--- src/rtl/map_regfile_pkg.sv ---
package map_regfile_pkg;
  localparam int unsigned REG_DW  = 16;
  localparam int unsigned IMG_W   = 2 * REG_DW;
  localparam int unsigned LANES   = IMG_W / 8;

  typedef enum logic { HALF_LOW = 1'b0, HALF_HIGH = 1'b1 } half_e;
endpackage

--- src/rtl/map_wr_merge.sv ---
module map_wr_merge
  import map_regfile_pkg::*;
#(
  parameter int unsigned PHYS_AW = 22
) (
  input  logic [PHYS_AW-1:0] old_entry,
  input  logic               is_byte,
  input  logic [1:0]         lane_sel,
  input  logic [REG_DW-1:0]  wdata,
  output logic [PHYS_AW-1:0] new_entry
);
  logic [IMG_W-1:0] img;
  logic [PHYS_AW-1:0] keep_mask;

  assign keep_mask = {{(PHYS_AW-1){1'b1}}, 1'b0};

  always_comb begin
    img = IMG_W'(old_entry);
    for (int b = 0; b < LANES; b++) begin
      if (is_byte) begin
        if (lane_sel == 2'(b)) img[8*b +: 8] = wdata[7:0];
      end else begin
        if (lane_sel[1] == 1'(b / 2)) img[8*b +: 8] = wdata[8*(b % 2) +: 8];
      end
    end
    new_entry = img[PHYS_AW-1:0] & keep_mask;
  end
endmodule

--- src/rtl/map_rd_fmt.sv ---
module map_rd_fmt
  import map_regfile_pkg::*;
#(
  parameter int unsigned PHYS_AW = 22
) (
  input  logic               clk,
  input  logic               rst,
  input  logic               rd_en,
  input  logic               half_sel,
  input  logic [PHYS_AW-1:0] entry,
  output logic [REG_DW-1:0]  rdata
);
  localparam int unsigned HI_W = PHYS_AW - REG_DW;

  logic [REG_DW-1:0] fmt;

  always_comb begin
    if (half_e'(half_sel) == HALF_HIGH) fmt = REG_DW'(entry[PHYS_AW-1 -: HI_W]);
    else                                fmt = {entry[REG_DW-1:1], 1'b0};
  end

  always_ff @(posedge clk) begin
    if (rst)        rdata <= '0;
    else if (rd_en) rdata <= fmt;
  end
endmodule

--- src/rtl/map_xlate.sv ---
module map_xlate #(
  parameter int unsigned PHYS_AW = 22,
  parameter int unsigned OFF_W   = 13,
  parameter int unsigned PG_W    = 5,
  parameter logic [PHYS_AW-1:0] IO_BASE = '0
) (
  input  logic               clk,
  input  logic               rst,
  input  logic               req,
  input  logic [PG_W-1:0]    page,
  input  logic [OFF_W-1:0]   offset,
  input  logic [PHYS_AW-1:0] entry,
  output logic [PHYS_AW-1:0] phys,
  output logic               done
);
  localparam logic [PG_W-1:0] LAST_PG = '1;

  logic [PHYS_AW-1:0] base;
  logic [PHYS_AW-1:0] sum;

  assign base = (page == LAST_PG) ? IO_BASE : entry;
  assign sum  = base + PHYS_AW'(offset);

  always_ff @(posedge clk) begin
    if (rst) begin
      phys <= '0;
      done <= 1'b0;
    end else begin
      done <= req;
      if (req) phys <= sum;
    end
  end
endmodule

--- src/rtl/map_regfile.sv ---
module map_regfile
  import map_regfile_pkg::*;
#(
  parameter int unsigned BUS_AW  = 18,
  parameter int unsigned PHYS_AW = 22,
  parameter int unsigned OFF_W   = 13
) (
  input  logic                        clk,
  input  logic                        rst,
  input  logic                        reg_wr_en,
  input  logic                        reg_rd_en,
  input  logic                        reg_byte,
  input  logic [BUS_AW-OFF_W+1:0]     reg_addr,
  input  logic [15:0]                 reg_wdata,
  output logic [15:0]                 reg_rdata,
  input  logic                        xl_valid,
  input  logic [BUS_AW-1:0]           xl_bus_addr,
  output logic [PHYS_AW-1:0]          xl_phys_addr,
  output logic                        xl_done
);
  localparam int unsigned PG_W      = BUS_AW - OFF_W;
  localparam int unsigned NUM_PAGES = 1 << PG_W;
  localparam logic [PHYS_AW-1:0] IO_BASE = {{(PHYS_AW-OFF_W){1'b1}}, {OFF_W{1'b0}}};

  logic [PHYS_AW-1:0] map_q [NUM_PAGES];
  logic [PG_W-1:0]    reg_page;
  logic [PG_W-1:0]    xl_page;
  logic [PHYS_AW-1:0] merged;

  assign reg_page = reg_addr[PG_W+1:2];
  assign xl_page  = xl_bus_addr[BUS_AW-1:OFF_W];

  map_wr_merge #(.PHYS_AW(PHYS_AW)) u_merge (
    .old_entry (map_q[reg_page]),
    .is_byte   (reg_byte),
    .lane_sel  (reg_addr[1:0]),
    .wdata     (reg_wdata),
    .new_entry (merged)
  );

  for (genvar g = 0; g < NUM_PAGES; g++) begin : g_entry
    always_ff @(posedge clk) begin
      if (rst)
        map_q[g] <= '0;
      else if (reg_wr_en && reg_page == PG_W'(g))
        map_q[g] <= merged;
    end
  end

  map_rd_fmt #(.PHYS_AW(PHYS_AW)) u_rd (
    .clk      (clk),
    .rst      (rst),
    .rd_en    (reg_rd_en),
    .half_sel (reg_addr[1]),
    .entry    (map_q[reg_page]),
    .rdata    (reg_rdata)
  );

  map_xlate #(
    .PHYS_AW (PHYS_AW),
    .OFF_W   (OFF_W),
    .PG_W    (PG_W),
    .IO_BASE (IO_BASE)
  ) u_xl (
    .clk    (clk),
    .rst    (rst),
    .req    (xl_valid),
    .page   (xl_page),
    .offset (xl_bus_addr[OFF_W-1:0]),
    .entry  (map_q[xl_page]),
    .phys   (xl_phys_addr),
    .done   (xl_done)
  );
endmodule

--- config.mk ---
export PLATFORM = sky130hd
export DESIGN_NAME = map_regfile
export DESIGN_NICKNAME = d
export VERILOG_FILES = /design/src/rtl/map_regfile_pkg.sv /design/src/rtl/map_wr_merge.sv /design/src/rtl/map_rd_fmt.sv /design/src/rtl/map_xlate.sv /design/src/rtl/map_regfile.sv
export SDC_FILE = /design/constraint.sdc
export NUM_CORES = 1
export LEC_CHECK = 0
export CAP_MARGIN = 20
export CORE_MARGIN = 5
export CORE_UTILIZATION = 35
export CTS_CLUSTER_SIZE = 25
export DETAILED_ROUTE_END_ITERATION = 6
export SLEW_MARGIN = 5
export SYNTH_ARGS = -nofsm -noshare
export SYNTH_HDL_FRONTEND = slang
export SYNTH_SLANG_ARGS = --single-unit
export TNS_END_PERCENT = 5
--- constraint.sdc ---
create_clock -name clk -period 5.6 [get_ports clk]
set_input_delay 1.68 -clock clk [delete_from_list [all_inputs] [get_ports clk]]
set_output_delay 1.68 -clock clk [all_outputs]
set_load 0.02 [all_outputs]
==> impl_metrics.ini <==
[synthesis]
post_synth_most_frequent_cells = nor2_1 (724), edfxtp_1 (672), mux4_2 (368), clkbuf_1 (126), buf_2 (81)
async_flop_share = 0
synthDistinctLibCells = 58
netlist_area_um2 = 36800
ys_seq_area_frac = 0.569
ys_seq_elements = 711
synthesis.nets = 2586
ys.flop_type = edfxtp_1
synth_area_leaders = edfxtp_1 (55%), mux4_2 (22%), nor2_1 (7.4%)
synth_most_common_cell = nor2_1
synth_area_leader_cell = edfxtp_1
syn_inst = 2526
yosysTopAreaCellShare = 0.548
synth_warnings = 0
synth_edf_count = 672
avgSynthCellArea_um2 = 14.6

[pwr]
power_density_nw_per_um2 = 311
peakVddDrop_v = 0.000228
power_mw = 13.1
p_leak_nw = 15.1

[critical_path]
start_kind = primary input
cp-end-kind = flip-flop
r2r.worst_path.cells = 14
worstPathRequired_ns = 6.13
crit_arrival_ns = 5.57
r2r_setup_slack_ns = 1.72
worstPathCellList = buf_8 -> buf_12 -> buf_4 -> mux4_2 -> mux4_2 -> nand2_1 -> o21ai_0 -> ha_1 -> or3_1 -> o21ai_0 -> a31o_2 -> nor3_1 -> a21o_1 -> a311oi_1
max_stage_delay_ns = 0.59
cpMaxStageDelayCell = mux4_2
cp_max_fo = 17
worst_r2r_endpoint = u_xl.phys[19]$_SDFFE_PP0P_
reg2reg_from = map_q[4][0]$_SDFFCE_PN0P_
path_class = in -> reg

[finish]
final_util = 0.403
stdcell_count = 4033
fill_cells = 9490
final_area_um2 = 42300
drive_above_1_share = 0.268
area_growth_syn_to_layout_pct = 14.8
antenna_cells = 0
fin_nets = 2642

[timing]
period_minus_slack_ns = 5.04
clock_skew_ns = 0.0178
worstMarginPinSlew_ns = 1.07
min_period_over_period = 0.900
fin_setup_tns_ns = 0
hold_viol = 0
clock.fmax_ghz = 0.198
slew_viol_final = 0
final.setup.worst_slack_ns = 0.561
slew_headroom = 0.284
setup_violations = 0
holdWs_ns = 0.469
rsz0062_at_grt = no

[clocking]
cts_resized = 0
cts_hold_buffers = 0
clk-insertion-delay-late_ns = 0.64
cts_setup_buffers = 0
path_clk_slew_ns = 0.06
cts_sinks = 711
clockBufferDepth = 3
clockRootBuffer = clkbuf_16
cts_buffers = 78
cts_max_level = 3
cts_tree = built

[status]
outcome = complete, no violations

[grt]
globalRouteOverflowTotal = 0
antenna_found_initial = 2
grt_pass1_wl_um = 181000
grt_pass1_vias = 24800
grt_max_degree = 64
grt_use_total = 0.225

[worst_hold_path]
min_to = u_xl.phys[5]$_SDFFE_PP0P_
hp-class = reg -> reg
hold_start = u_xl.phys[5]$_SDFFE_PP0P_
holdPathStages = 2

[die]
dieArea_um2 = 112000
coreArea_um2 = 105000
die_height_um = 334
num_rows = 119
die_w_um = 334
pin_count = 86
start_util = 0.351

[placement]
placement.cell_area_um2 = 39900
place.gp.congestion = 0.884
dp.cells = 3893
place.detailed.hpwl_um = 79800
pre_cts_slack_ns = -0.0606
portBuffers = 85

[route]
wire_per_inst_um = 31.9
drcViolationCount = 0
drt-total-wl_um = 129000
dr.first_iter.drc_count = 3938
drtAntennaViolNets = 0
routed_via_density = 6.14
vias = 24800
first_pass_iters = 5

[flow_run]
drv_cap = 0
critical path: cells and delay by family:
family | cells | cell delay (ns)
compound gates | 5 | 1.11
fa+ha+maj | 1 | 0.40
buf+inv | 3 | 0.68
mux | 2 | 1.11
simple gates | 3 | 0.56
power by group:
group	internal, mW	switching [mW]
clock network	2.92	2.13
logic	0.775	1.18
registers	6.03	0.114
flip-flops by register name (all words and copies together) (netlist names):
register and flops:
map_q 672, u_xl.phys 22, u_rd.rdata 16, u_xl.done 1
placed cells by master, fill, tap and decap left out, drive strengths merged, types with 17 or more instances in the layout:
cell type,count
mux4,400
inv,23
a21oi,31
clkinv,24
clkdlybuf4s50,75
buf,159
nor2,724
nand2b,19
o21ai,25
clkbuf,110
nor2b,17
edfxtp,672
dfxtp,39
a21o,18
nand2,78
o22ai,35
mux2i,36
worst max-delay path by stage:
| stage | from | to | cells after the start |
|---|---|---|---|
| after CTS | xl_bus_addr[13] | u_xl.phys[19]$_SDFFE_PP0P_ | 14 |
| after floorplan | xl_bus_addr[13] | u_xl.phys[19]$_SDFFE_PP0P_ | 20 |
| after global routing | xl_bus_addr[13] | u_xl.phys[19]$_SDFFE_PP0P_ | 14 |
| after detailed placement | xl_bus_addr[13] | u_xl.phys[19]$_SDFFE_PP0P_ | 14 |
| final | xl_bus_addr[13] | u_xl.phys[19]$_SDFFE_PP0P_ | 14 |
| after global placement | xl_bus_addr[13] | u_xl.phys[19]$_SDFFE_PP0P_ | 14 |
layout make-up:
cell class / instances / area, um^2 / share of cell area
Sequential cell: 711 / 21000 / 0.496
Clock inverter: 30 / 238 / 0.00562
Clock buffer: 110 / 2200 / 0.0521
Inverter: 23 / 86.3 / 0.00204
Multi-Input combinational cell: 1534 / 14800 / 0.350
Timing Repair Buffer: 234 / 2280 / 0.0540
Tap cell: 1391 / 1740 / 0.0411
layer usage:
| layer | wire length, um | share of wire | GRT usage | up-vias |
|---|---|---|---|---|
| li1 | - | - | - | 9813 |
| met1 | 47100 | 0.37 | 0.302 | 12800 |
| met2 | 58600 | 0.46 | 0.349 | 1848 |
| met3 | 17100 | 0.13 | 0.0665 | 334 |
| met4 | 5850 | 0.045 | 0.0872 | 2 |
| met5 | 13 | 0.00010 | 0 | - |
cells by family (layout without fill, tap and decap cells):
kind of cell / count (synthesis) / in the layout / share of synthesized area
AND/OR/NAND/NOR: 897 / 897 / 0.0979
flip-flops: 711 / 711 / 0.569
multiplexers: 452 / 452 / 0.262
buffers and inverters: 281 / 397 / 0.0348
AO/OA/AOI/OAI: 162 / 162 / 0.0289
adder cells (fa/ha/maj): 13 / 13 / 0.00462
XOR/XNOR: 10 / 10 / 0.00238
Power figures use the tool's default switching activity.
